**config.mk**
```make
export PLATFORM = sky130hd
export DESIGN_NAME = spi_frame_counter
export DESIGN_NICKNAME = d
export VERILOG_FILES = /design/src/rtl/sfc_pkg.sv /design/src/rtl/sfc_count_reg.sv /design/src/rtl/sfc_run_ctl.sv /design/src/rtl/spi_frame_counter.sv
export SDC_FILE = /design/constraint.sdc
export NUM_CORES = 1
export LEC_CHECK = 0
export ABC_AREA = 1
export BUFFER_PORTS_ARGS = -buffer_cell sky130_fd_sc_hd__buf_2
export CORE_MARGIN = 4
export CORE_UTILIZATION = 45
export CTS_CLUSTER_SIZE = 12
export DETAILED_ROUTE_END_ITERATION = 7
export PLACE_DENSITY_LB_ADDON = 0.3
export SLEW_MARGIN = 20
export SYNTH_ARGS = -nofsm -noshare
export SYNTH_HDL_FRONTEND = slang
export SYNTH_SLANG_ARGS = --single-unit
```
**constraint.sdc**
```tcl
create_clock -name clk -period 2 [get_ports clk]
set_clock_uncertainty 0.15 [all_clocks]
set_input_delay 0.2 -clock clk [delete_from_list [all_inputs] [get_ports clk]]
set_output_delay 0.2 -clock clk [all_outputs]
set_load 0.02 [all_outputs]
```
**src/rtl/sfc_pkg.sv**
```systemverilog
package sfc_pkg;
    typedef enum logic [1:0] {
        ST_STOPPED = 2'd0,
        ST_RUNNING = 2'd1,
        ST_DRAIN   = 2'd2
    } run_state_e;

    typedef enum logic {
        SEL_COUNT = 1'b0,
        SEL_CTRL  = 1'b1
    } reg_sel_e;
endpackage

```
**src/rtl/sfc_count_reg.sv**
```systemverilog
module sfc_count_reg #(
    parameter int CNT_W = 16
) (
    input  logic             clk,
    input  logic             rst_n,
    input  logic             load_en,
    input  logic [CNT_W-1:0] load_val,
    input  logic             clr_en,
    input  logic             inc_en,
    output logic [CNT_W-1:0] cnt_q
);
    localparam logic [CNT_W-1:0] ONE = {{(CNT_W-1){1'b0}}, 1'b1};

    logic [CNT_W-1:0] cnt_d;

    // Priority: preset write, then frame-start clear, then last-bit increment.
    always_comb begin
        cnt_d = cnt_q;
        if (load_en)
            cnt_d = load_val;
        else if (clr_en)
            cnt_d = '0;
        else if (inc_en)
            cnt_d = cnt_q + ONE;   // natural wrap at full scale
    end

    always_ff @(posedge clk or negedge rst_n) begin
        if (!rst_n)
            cnt_q <= '0;
        else
            cnt_q <= cnt_d;
    end
endmodule

```
**src/rtl/sfc_run_ctl.sv**
```systemverilog
module sfc_run_ctl
    import sfc_pkg::*;
(
    input  logic clk,
    input  logic rst_n,
    input  logic halt_wr,
    input  logic halt_val,
    input  logic frames_avail,
    input  logic frame_start,
    input  logic frame_last,
    output logic running,
    output logic permit
);
    run_state_e state_q, state_d;
    logic       halt_q;
    logic       in_frame_q;

    // Halt flag resets to 1 so nothing is sent until software releases it.
    always_ff @(posedge clk or negedge rst_n) begin
        if (!rst_n)
            halt_q <= 1'b1;
        else if (halt_wr)
            halt_q <= halt_val;
    end

    // Frame-in-flight tracker: a start opens a frame, the last bit closes it.
    always_ff @(posedge clk or negedge rst_n) begin
        if (!rst_n)
            in_frame_q <= 1'b0;
        else if (frame_start)
            in_frame_q <= 1'b1;
        else if (frame_last)
            in_frame_q <= 1'b0;
    end

    always_comb begin
        state_d = state_q;
        unique case (state_q)
            ST_STOPPED: begin
                if (!halt_q && frames_avail)
                    state_d = ST_RUNNING;
            end
            ST_RUNNING: begin
                if (halt_q) begin
                    if (frame_last)
                        state_d = ST_STOPPED;
                    else if (in_frame_q || frame_start)
                        state_d = ST_DRAIN;
                    else
                        state_d = ST_STOPPED;
                end
            end
            ST_DRAIN: begin
                if (!halt_q)
                    state_d = ST_RUNNING;
                else if (frame_last)
                    state_d = ST_STOPPED;
            end
            default: state_d = ST_STOPPED;
        endcase
    end

    always_ff @(posedge clk or negedge rst_n) begin
        if (!rst_n)
            state_q <= ST_STOPPED;
        else
            state_q <= state_d;
    end

    always_comb begin
        running = 1'b0;
        permit  = 1'b0;
        unique case (state_q)
            ST_STOPPED: begin
                running = 1'b0;
                permit  = 1'b0;
            end
            ST_RUNNING: begin
                running = 1'b1;
                permit  = 1'b1;
            end
            ST_DRAIN: begin
                running = 1'b1;
                permit  = 1'b0;
            end
            default: begin
                running = 1'b0;
                permit  = 1'b0;
            end
        endcase
    end
endmodule

```
**src/rtl/spi_frame_counter.sv**
```systemverilog
module spi_frame_counter
    import sfc_pkg::*;
#(
    parameter int CNT_W = 16,
    parameter int REG_W = 32
) (
    input  logic             clk,
    input  logic             rst_n,
    input  logic             frame_start_i,
    input  logic             clr_cnt_i,
    input  logic             frame_last_i,
    input  logic             frames_avail_i,
    input  logic             wr_en_i,
    input  logic             wr_sel_i,
    input  logic [REG_W-1:0] wr_data_i,
    output logic [REG_W-1:0] cnt_rd_o,
    output logic             running_o,
    output logic             frame_permit_o
);
    localparam int CNT_LSB = REG_W - CNT_W;

    logic             cnt_load;
    logic             halt_wr;
    logic             cnt_clr;
    logic [CNT_W-1:0] cnt_val;
    logic             unused_wr_bits;

    assign unused_wr_bits = ^wr_data_i[CNT_LSB-1:1];

    // Count presets are accepted only while the block is not running.
    assign cnt_load = wr_en_i && (wr_sel_i == SEL_COUNT) && !running_o;
    assign halt_wr  = wr_en_i && (wr_sel_i == SEL_CTRL);
    assign cnt_clr  = frame_start_i && clr_cnt_i;

    sfc_count_reg #(.CNT_W(CNT_W)) u_count (
        .clk      (clk),
        .rst_n    (rst_n),
        .load_en  (cnt_load),
        .load_val (wr_data_i[REG_W-1:CNT_LSB]),
        .clr_en   (cnt_clr),
        .inc_en   (frame_last_i),
        .cnt_q    (cnt_val)
    );

    sfc_run_ctl u_ctl (
        .clk          (clk),
        .rst_n        (rst_n),
        .halt_wr      (halt_wr),
        .halt_val     (wr_data_i[0]),
        .frames_avail (frames_avail_i),
        .frame_start  (frame_start_i),
        .frame_last   (frame_last_i),
        .running      (running_o),
        .permit       (frame_permit_o)
    );

    generate
        if (CNT_LSB > 0) begin : g_pad
            assign cnt_rd_o = {cnt_val, {CNT_LSB{1'b0}}};
        end else begin : g_nopad
            assign cnt_rd_o = cnt_val;
        end
    endgenerate
endmodule

```
======== Word-level counts from Yosys, hierarchy flattened ========
Index checks and enable logic that the tools add are counted.
operators by class
  equality and inequality tests ........... 5
  magnitude comparators ................... 0
  bitwise gates (word level) .............. 1
  reductions and logical operators ........ 13
  divide/modulo/power cells ............... 0
  $add $sub $neg .......................... 1
  mux-type cells .......................... 14
  shifts and indexed selects .............. 0
  $mul .................................... 0
operators with widths
  kind                   number
  $mux 16                3
  $add 16x1->16 const B  1
  $mux 2                 6
  $pmux 2 s3             1
  $logic_and 1x1->1      5
  $mux 1                 4
  $ne 2x1->1 const B     2
  $ne 3x3->1 const B     1
  $reduce_and 3->1       1
  $reduce_bool 3->1      1
  $eq 2x1->1 const B     1
  $eq 2x2->1 const B     1
  $logic_not 1->1        2
  $logic_not 2->1        1
  $reduce_bool 2->1      1
  $reduce_or 2->1        1
  $logic_or 1x1->1       1
  $not 1->1              1
storage, ports and cells
  flip-flop bits (word level) ............. 20
  bits in latches ......................... 0
  word-level logic and storage cells ...... 38
  input port bits ......................... 40
  bits in writable memories ............... 0
  bits in read-only memories .............. 0
  output and inout port bits .............. 34
  memories ................................ 0

======== Longest topological paths before layout ========
Gate-level depths: netlist of run 1.
  depth in word-level cells ............... 6
  mapped depth ............................ 11
  gate-level depth less buffers ........... 10

======== Modules after synthesis ========
From an unflattened synthesis of run 1, not the netlist that was laid out.
second synthesis, totals
  cells, all modules ...................... 220
  area total of the unflattened synthesis .. 1565.3 sq um
modules (own cells, without submodules)
  module             cells an instance  area each (sq um)  sequential area each (sq um)  instances
  sfc_count_reg      159                1133.6             400.4                         1
  sfc_run_ctl        37                 279.0              101.3                         1
  spi_frame_counter  24                 152.6              0.0                           1

======== Worst setup path before layout of run 1 ========
OpenSTA, ideal clock, no wires.
  path type ............................... register to register
  start point ............................. reg u_ctl.state_q[0]
  end point ............................... reg u_count.cnt_q[2]
  arrival ................................. 1575 ps
  setup time .............................. 77 ps
  stages on the path, launching flop included .. 12
  setup slack ............................. 197 ps
  clock period less this slack ............ 1803 ps
  data required time ...................... 1773 ps
  buffers on the path ..................... 2
  cells stage by stage .................... dfrtp_1 -> inv_1 -> ha_1 -> nor2_2 -> nand2_2 -> nand2_4 -> inv_4 -> nand2_4 -> buf_6 -> buf_6 -> nor2_1 -> a21oi_1
on the way
  word-level cells in the longest chain between the ends .. 6
  elaborated cells between the ends (all ways) .. 8
  classes of those cells .................. eq/ne: 2; mux: 2; reduce/logical: 4
RTL lines
  what                                                    line                     RTL
  start: declaration                                      sfc_run_ctl.sv:14        run_state_e state_q, state_d;
  start signal: assignment                                sfc_run_ctl.sv:67        state_q <= state_d;
  $eq 2x2->1 or $eq 2x1->1 (tied branches)                sfc_run_ctl.sv:73        unique case (state_q)
  $reduce_or 2->1 (no line) *                             -
  $mux 1 *                                                sfc_run_ctl.sv:73
  net running_o                                           spi_frame_counter.sv:17  output logic running_o,
  $logic_not 1->1 *                                       spi_frame_counter.sv:31  assign cnt_load = wr_en_i && (wr_sel_i == SEL_COUNT) && !running_o;
  $logic_and 1x1->1 *                                     spi_frame_counter.sv:31
  $reduce_bool 3->1 (no line) or $mux 16 (tied branches)  -
  end signal: assignment                                  sfc_count_reg.sv:31      cnt_q <= cnt_d;
  end: declaration                                        sfc_count_reg.sv:10      output logic [CNT_W-1:0] cnt_q
Mark *: on every way through the listed nets, which the timed path passes. The rest lies on a longest branch.
A chain may end at the register's enable or synchronous reset.

======== Worst setup path after layout of run 1 ========
  start point ............................. reg u_ctl.state_q[0]
  end point ............................... reg u_count.cnt_q[7]
on the way
  word-level cells in the longest chain between the ends .. 6
  elaborated cells between the ends (all ways) .. 8
  classes of those cells .................. eq/ne: 2; mux: 2; reduce/logical: 4
RTL lines
  what                                                    line
  $eq 2x2->1 or $eq 2x1->1 (tied branches)                sfc_run_ctl.sv:73
  $reduce_or 2->1 (no line) *                             -
  $mux 1 *                                                sfc_run_ctl.sv:73
  $logic_not 1->1 *                                       spi_frame_counter.sv:31
  $logic_and 1x1->1 *                                     spi_frame_counter.sv:31
  $reduce_bool 3->1 (no line) or $mux 16 (tied branches)  -
Every way passes the cells marked *; elsewhere a longest branch is shown, timed or not.

==> impl_metrics.yaml, run 1 <==
yosys:
  synth_area_per_cell_um2: 6.87
  yosys.area_share.simple_pct: 30.4
  syn_area_um2: 1550
  synth_xor_area_share_pct: 0.567
  synthArstFlopShare_pct: 100
  yosysSeqAreaShare_pct: 32.5
  synth-seq-cells: 20
  syn_inst: 225
  synth_top_area_cell: "dfrtp_1"
  synth_flop_cell: "dfrtp_1"
  yosys-top-cells-count: "53 x nand2_1, 28 x inv_1, 26 x nor2_1"
  synth_top_family_by_area: "simple AND/OR/NAND/NOR gates"
  synth_compound_area_share_pct: 14.5
  synth_cell_type_count: 30
  netlist_top_cells_area: "dfrtp_1 31%, nand2_1 13%, buf_4 8.3%, inv_1 6.8%, nand3_1 6.8%"
  synth_top_area_share_pct: 30.8
  synth_fa_ha_area_share_pct: 4.05
  ys_warn_count: 0
  synthMuxAreaShare_pct: 0
  synth_edf_count: 0
  synth.most_common_cell: "nand2_1"
clock_tree:
  clockBufferDepth: 2
  clkTransAtPathRegs_ns: 0.13
  cts_tree: "yes"
  numCtsBuffers: 3
  root_buffer: "clkbuf_4"
  clock_sinks: 20
  h-tree-depth: 1
  cts_post_setup_buffers_inserted: 0
  clkLatencyLatePin_ns: 0.31
setup_path:
  crit_fanout: 13
  crit_slowest_cell: "dfrtp_1"
  cp_common_cell: "nand2_1"
  reg2reg_to: "u_count.cnt_q[7]"
  reg2reg_depth: 11
  r2r_start: "u_ctl.state_q[0]"
  critPathBufInv: 3
  cpLargestDelayFamily: "simple AND/OR/NAND/NOR gates"
  startpoint: "u_ctl.state_q[0]"
  path_cells: "inv_1 > ha_4 > nor2_2 > nand2_2 > nand2_4 > inv_4 > buf_4 > nand3_1 > nand2_1 > nand2_1 > o21ai_1"
  endpoint_kind: "register"
  arrival_ns: 1.90
  startpoint_type: "register"
  criticalPathCategory: "reg2reg"
  crit_end: "u_count.cnt_q[7]"
  cp_num_cells: 11
  cp.required_ns: 2.06
  ff2ff_setup_slack_ns: 0.16
  crit_path_max_incr_delay_ns: 0.43
final_layout:
  diodes: 0
  drive_gt1_share_pct: 21.2
  instances_no_fill: 320
  n_fill_cell: 347
  nets: 320
  area_growth_pct: 21.1
pwr:
  leakagePower_nw: 0.985
  ir_worst_vdd_mv: 0.783
  power.density_nw_per_um2: 1290
grt:
  grt_first_pass_wirelength_um: 5510
  grt_max_degree: 30
  grt_overflow: 0
  grt_pass1_vias: 1277
  track_usage_pct: 15.9
  antenna_found_initial: 0
sta:
  fmaxAchievable_mhz: 544
  finalCritPeriodShare_pct: 91.9
  finalSetupViolations: 0
  fin_setup_tns_ns: 0
  drv_slew: 0
  final_hold_viol_count: 0
  rsz0062_at_grt: "no"
  min_period_ns: 1.84
routing:
  ant_nets: 0
  drc: 0
  wl_met2_um: 1540
  wl_um: 3350
  via_per_inst: 4.62
  wl_met3_um: 263
  routed.top_layer: "met4"
  wire_per_inst_um: 10.5
  drt_first_pass_iters: 4
  vias: 1479
  drt-initial-drc-count: 54
  drt-met1-wl_um: 1520
place:
  placed_cells: 308
  numPortBuffers: 42
  globalplace.congestion: 0.842
  dp.final_hpwl_um: 2500
die:
  core_area_um2: 3340
  die_w_um: 66.6
  dieArea_um2: 4440
  ios: 74
  start_util_pct: 46.3
  die_h_um: 66.6
  rows: 21
min_path:
  holdCritPathClass: "in2reg"
flow_run:
  drv_cap: 0
status:
  run_status: "complete, no violations"
## stage by stage
| stage | setup slack, ns | hold slack, ns | utilization [%] | power [mW] | area, µm² |
|---|---|---|---|---|---|
| floorplan | 0.197 | -0.246 | - | 1.72 | 1600 |
| global placement | 0.168 | 0.0222 | 51.4 | 2.02 | 1720 |
| detailed placement | 0.137 | 0.0252 | 51.4 | 2.05 | 1720 |
| CTS | 0.0904 | 0.0179 | 55.4 | 2.40 | 1850 |
| global route | 0.0549 | 0.00343 | 56.1 | 2.62 | 1870 |
| finish | 0.162 | 0.0177 | 56.1 | 2.42 | 1870 |
## per-layer routing
metal	up-vias	GRT usage [%]
met4	0	3.55
met3	4	4.05
li1	785	-
met5	-	0
met2	52	27.1
met1	638	20.0
## cells by family (layout without fill, tap and decap cells)
logic type,Yosys count,in the layout
xor+xnor,1,1
fa+ha+maj,5,5
compound gates,38,38
buf+inv,51,85
other cells,1,16
flops,20,20
simple gates,109,109
## worst reg2reg max path, stage by stage, from the launching register on
cell     delay [ns]
dfrtp_1        0.43
inv_1          0.14
ha_4           0.22
nor2_2         0.11
nand2_2        0.09
nand2_4        0.10
inv_4          0.05
buf_4          0.18
nand3_1        0.10
nand2_1        0.06
nand2_1        0.05
o21ai_1        0.06
## state kept, by name (all words and copies together) (netlist names)
signal,flops
u_ctl.halt_q,1
u_count.cnt_q,16
u_ctl.in_frame_q,1
u_ctl.state_q,2
## power breakdown
part | switching, mW | internal, mW | leakage, nW
logic | 0.794 | 0.475 | 0.715
clock network | 0.128 | 0.203 | 0.0279
registers | 0.235 | 0.581 | 0.242
## cell usage in the layout (no fill, tap or decap), drive strengths merged
| cell | synthesis | final |
|---|---|---|
| o21ai | 10 | 10 |
| nor2 | 28 | 28 |
| or2 | 1 | 1 |
| xor2 | 1 | 1 |
| ha | 5 | 5 |
| nand3b | 1 | 1 |
| nand4 | 2 | 2 |
| o211ai | 3 | 3 |
| buf | 21 | 43 |
| nand2 | 56 | 56 |
| clkinv | 0 | 1 |
| o22ai | 1 | 1 |
| clkbuf | 0 | 3 |
| dlygate4sd3 | 0 | 8 |
| conb | 1 | 16 |
| a31oi | 3 | 3 |
| inv | 30 | 29 |
| dfstp | 1 | 1 |
| a21o | 1 | 1 |
| o21a | 1 | 1 |
| o21bai | 4 | 4 |
| bufinv | 0 | 1 |
| nand3 | 21 | 21 |
| a21oi | 15 | 15 |
| dfrtp | 19 | 19 |
## layout make-up
type / instances / area (µm²) / share of cell area [%]
clock buffers: 3 / 22.5 / 1.20
repair buffers: 51 / 298 / 15.9
multi-input cells: 169 / 846 / 45.2
well taps: 46 / 57.6 / 3.07
inverters: 30 / 116 / 6.22
clock inverters: 1 / 30.0 / 1.60
flip-flops and latches: 20 / 502 / 26.8
## worst min-delay path by stage
stage,from,cells after the start,slack (ns),end
floorplan,rst_n,0,-0.25,u_count.cnt_q[0]
detailed placement,rst_n,1,0.03,u_count.cnt_q[11]
global placement,rst_n,1,0.02,u_count.cnt_q[11]
global route,wr_data_i[20],3,0.003,u_count.cnt_q[4]
CTS,wr_data_i[20],3,0.02,u_count.cnt_q[4]
finish,wr_data_i[20],3,0.02,u_count.cnt_q[4]
## what timing repair did
item	in CTS	in global routing
endpoints found under the hold margin	25	0
gates resized for setup	0	3
setup endpoints to repair	0	9
hold buffers	8	0
No activity file was read; power rests on OpenSTA's default activity.
==> run 2, diff against run 1 <==
CORE_UTILIZATION = 46   (was 45)
==> impl_metrics.yaml, run 2 (synthesis results as in run 1) <==
setup_path:
  criticalPathCategory: "reg2reg"
  startpoint: "u_ctl.state_q[0]"
  reg2reg_depth: 11
  path_cells: "inv_1 > ha_1 > nor2_2 > nand2_2 > nand2_4 > inv_4 > buf_4 > nand3_1 > nand2_1 > nand2_1 > o21ai_1"
  arrival_ns: 1.91
  reg2reg_to: "u_count.cnt_q[7]"
  cp.required_ns: 2.06
  cp_common_cell: "nand2_1"
  endpoint_kind: "register"
  ff2ff_setup_slack_ns: 0.15
  crit_slowest_cell: "dfrtp_1"
  crit_fanout: 13
  crit_path_max_incr_delay_ns: 0.41
  startpoint_type: "register"
  r2r_start: "u_ctl.state_q[0]"
die:
  rows: 20
  ios: 74
  die_h_um: 66.0
  dieArea_um2: 4350
  start_util_pct: 49.4
  core_area_um2: 3130
  die_w_um: 66.0
clock_tree:
  clkLatencyLatePin_ns: 0.31
  clock_sinks: 20
  root_buffer: "clkbuf_4"
  clockBufferDepth: 2
  numCtsBuffers: 3
  cts_post_setup_buffers_inserted: 0
  cts_tree: "yes"
  clkTransAtPathRegs_ns: 0.12
  h-tree-depth: 1
pwr:
  ir_worst_vdd_mv: 0.657
  leakagePower_nw: 0.978
  power.density_nw_per_um2: 1250
final_layout:
  top_register: "u_count.cnt_q"
  nets: 320
  area_growth_pct: 19.1
  layout_common_cells: "53 x nand2_1, 42 x buf_2, 28 x inv_1"
  top_regs: "u_count.cnt_q: 16 flops, u_ctl.state_q: 2 flops"
  drive_gt1_share_pct: 20.8
  final_common_cell: "nand2_1"
  largest_reg_flops: 16
  design_area_um2: 1840
  diodes: 0
sta:
  fin_setup_tns_ns: 0
  final_hold_viol_count: 0
  finalCritPeriodShare_pct: 92.3
  min_period_ns: 1.85
  finalSetupViolations: 0
  fmaxAchievable_mhz: 542
  rsz0062_at_grt: "no"
  drv_slew: 0
grt:
  grt_pass1_vias: 1354
  grt_overflow: 0
  antenna_found_initial: 0
  grt_first_pass_wirelength_um: 5910
  track_usage_pct: 17.2
  grt_max_degree: 30
place:
  dp.final_hpwl_um: 2590
  numPortBuffers: 42
  globalplace.congestion: 0.837
  placed_area_um2: 1710
routing:
  drt_first_pass_iters: 4
  via_per_inst: 4.60
  vias: 1462
  ant_nets: 0
  drc: 0
  drt-initial-drc-count: 29
  wl_um: 3420
  wire_per_inst_um: 10.7
min_path:
  whs_path_depth: 3
  holdPathEnd: "u_count.cnt_q[4]"
  holdCritPathClass: "in2reg"
  hp-start: "wr_data_i[20]"
flow_run:
  drv_cap: 0
status:
  run_status: "complete, no violations"
run 2: changes by cell type in the layout (fill, tap and decap cells not counted), sizes merged:
cell    before  now
bufinv       1    0
clkbuf       3    4
run 2: per-layer routing:
layer | track usage, % | up-vias | wire, µm
li1 | - | 783 | -
met1 | 22.2 | 637 | 1560
met2 | 29.2 | 40 | 1630
met3 | 4.25 | 2 | 210
met4 | 3.30 | 0 | 21
met5 | 0 | - | 0
run 2: how the worst max path moves through the flow:
stage | cells after the start | endpoint
3_5_place_dp | 10 | u_count.cnt_q[11]
4_1_cts | 10 | u_count.cnt_q[11]
2_1_floorplan | 11 | u_count.cnt_q[2]
6_report | 11 | u_count.cnt_q[7]
3_3_place_gp | 10 | u_count.cnt_q[8]
5_1_grt | 11 | u_count.cnt_q[7]
run 2: layout make-up:
cell class	instances	area [µm²]
multi-input cells	169	833
well taps	44	55.1
inverters	30	116
repair buffers	51	298
flip-flops and latches	20	502
clock buffers	4	36.3
fillers	305	1290
run 2: metrics by stage:
step                std cells  hold slack (ns)  power, mW  util (%)  worst slack [ns]
floorplan                 240           -0.246       1.72         -             0.197
global placement          306           0.0193       2.02      54.8             0.172
detailed placement        306           0.0202       2.05      54.8             0.146
CTS                       318          0.00996       2.31      58.5             0.109
global route              318           0.0171       2.54      58.8            0.0221
finish                    318           0.0186       2.30      58.8             0.154
run 2: repair_timing:
action                                 CTS  global route
endpoints found under the hold margin   25             0
setup endpoints to repair                0             8
gates resized for setup                  0             2
hold buffers                             8             0
run 2: where the power goes:
part / total [mW] / switching (mW) / internal [mW]
registers: 0.817 / 0.236 / 0.581
logic: 1.24 / 0.780 / 0.459
clock network: 0.241 / 0.130 / 0.111
total: 2.30 / 1.15 / 1.15
run 2: worst max-delay path: cells and delay by family, from the launching register on:
family / cells / cell delay (ns)
and+or+nand+nor: 6 / 0.50
DFF: 1 / 0.41
buffers and inverters: 3 / 0.32
adders and majority gates: 1 / 0.32
AOI/OAI and AO/OA: 1 / 0.06
==> run 3, diff against run 2 <==
GPL_TIMING_DRIVEN = 0   (was not set)
MAX_ROUTING_LAYER = met4   (was not set)
==> impl_metrics.yaml, run 3 (synthesis results as in run 1) <==
pwr:
  p_int_mw: 1.19
  swShare_pct: 49.9
  pwr-share-clk_pct: 8.7
  p_switching_mw: 1.19
  power.density_nw_per_um2: 1190
  ir_worst_vdd_mv: 0.775
  power_frac_comb_pct: 56.8
  pwr-share-seq_pct: 34.5
  leakagePower_nw: 1.09
  power_mw: 2.38
clock_tree:
  h-tree-depth: 1
  clkTransAtPathRegs_ns: 0.12
  numCtsBuffers: 3
  cts_tree: "yes"
  root_buffer: "clkbuf_4"
  clkLatencyLatePin_ns: 0.31
  clockBufferDepth: 2
  clock_sinks: 20
place:
  numPortBuffers: 42
  dp.final_hpwl_um: 2840
  placed_area_um2: 1870
  post-place-ws_ns: 0.131
  globalplace.congestion: 0.859
grt:
  grt_first_pass_wirelength_um: 6360
  track_usage_pct: 19.4
  grt_overflow: 0
  antenna_found_initial: 0
  grt_pass1_vias: 1437
  grt_max_degree: 21
routing:
  ant_nets: 0
  via_per_inst: 4.73
  wire_per_inst_um: 11.1
  drc: 0
  wl_um: 3780
  vias: 1609
  drt-initial-drc-count: 80
  drt_first_pass_iters: 5
die:
  die_w_um: 66.0
  ios: 74
  core_area_um2: 3130
  start_util_pct: 49.4
  dieArea_um2: 4350
  die_h_um: 66.0
  rows: 20
setup_path:
  r2r_start: "u_ctl.state_q[0]"
  cp.required_ns: 2.09
  startpoint_type: "register"
  path_cells: "inv_1 > ha_4 > nor2_2 > nand2_2 > nand2_4 > inv_4 > nand2_4 > buf_6 > buf_8 > nor2_1 > a21oi_1"
  crit_fanout: 10
  ff2ff_setup_slack_ns: 0.14
  crit_slowest_cell: "dfrtp_1"
  reg2reg_to: "u_count.cnt_q[6]"
  arrival_ns: 1.95
  endpoint_kind: "register"
  reg2reg_depth: 11
  cp_common_cell: "nand2_4"
  criticalPathCategory: "reg2reg"
  crit_path_max_incr_delay_ns: 0.43
final_layout:
  largest_reg_flops: 16
  nets: 342
  design_area_um2: 2010
  fin_util_pct: 64.2
  drive_gt1_share_pct: 26.7
  n_fill_cell: 309
  multiInputGateArea_um2: 837
  top_regs: "u_count.cnt_q: 16 flops, u_ctl.state_q: 2 flops"
  top_register: "u_count.cnt_q"
  diodes: 0
  layout_common_cells: "53 x nand2_1, 44 x buf_2, 28 x inv_1"
  area_growth_pct: 30.0
  final_common_cell: "nand2_1"
  seq_area_um2: 502
sta:
  min_period_ns: 1.86
  fin_setup_tns_ns: 0
  drv_slew: 0
  finalCritPeriodShare_pct: 93.1
  final_hold_viol_count: 0
  fmaxAchievable_mhz: 537
  final.setup.worst_slack_ns: 0.139
  rsz0062_at_grt: "no"
  finalSetupViolations: 0
flow_run:
  drv_cap: 0
status:
  run_status: "complete, no violations"
min_path:
  holdCritPathClass: "in2reg"
  holdPathEnd: "u_count.cnt_q[4]"
  hp-start: "wr_data_i[20]"
  whs_path_depth: 3
[run 3: metrics by stage]
| stage | hold slack [ns] | instances |
|---|---|---|
| 4_1_cts | 0.00590 | 338 |
| 5_1_grt | 0.00211 | 340 |
| 6_report | 0.00921 | 340 |
| 2_1_floorplan | -0.246 | 240 |
| 3_5_place_dp | 0.0234 | 326 |
| 3_3_place_gp | 0.0196 | 326 |
[run 3: worst max path at each step]
stage                     start           endpoint  slack (ns)  depth (start not counted)
6_report       u_ctl.state_q[0]   u_count.cnt_q[6]        0.14                         11
5_1_grt        u_ctl.state_q[0]  u_count.cnt_q[11]       0.009                         10
4_1_cts        u_ctl.state_q[0]   u_count.cnt_q[6]        0.08                         11
3_5_place_dp   u_ctl.state_q[0]   u_count.cnt_q[2]        0.13                         11
3_3_place_gp   u_ctl.state_q[0]   u_count.cnt_q[6]        0.15                         11
2_1_floorplan  u_ctl.state_q[0]   u_count.cnt_q[2]        0.20                         11
[run 3: area by class of cell]
| type | count | share of cell area [%] |
|---|---|---|
| well taps | 44 | 2.74 |
| multi-input cells | 169 | 41.7 |
| flip-flops and latches | 20 | 25.0 |
| inverters | 30 | 5.73 |
| plain buffers | 21 | 8.35 |
| clock buffers | 4 | 1.31 |
| repair buffers | 52 | 15.2 |
[run 3: power by group through the flow]
stage / Clock, mW / Combinational [mW] / Sequential [mW]
after floorplan: 0 / 0.754 / 0.967
after global placement: 0 / 1.26 / 0.812
after detailed placement: 0 / 1.29 / 0.822
after CTS: 0.214 / 1.30 / 0.816
after global routing: 0.241 / 1.53 / 0.860
final: 0.207 / 1.35 / 0.823
[run 3: critical path: cells and delay by family (launching register included)]
kind,cells,cell delay (ns)
buffers and inverters,4,0.47
flip-flops,1,0.43
AO/OA/AOI/OAI,1,0.11
AND/OR/NAND/NOR,5,0.40
adder cells (fa/ha/maj),1,0.22
[run 3: timing repair]
| item | in CTS | in global routing |
|---|---|---|
| endpoints found under the setup margin | 0 | 12 |
| hold endpoints to repair | 25 | 0 |
| hold buffers | 8 | 0 |
| resized for setup | 0 | 3 |
| buffers inserted | 0 | 2 |
[run 3: per-layer routing]
metal	wire, µm	part of all wire, %	vias up	track usage [%]
met1	1640	43	718	24.5
li1	-	-	830	-
met3	270	7.2	6	4.25
met5	0	0	-	-
met2	1800	48	55	30.5
met4	61	1.6	0	7.36
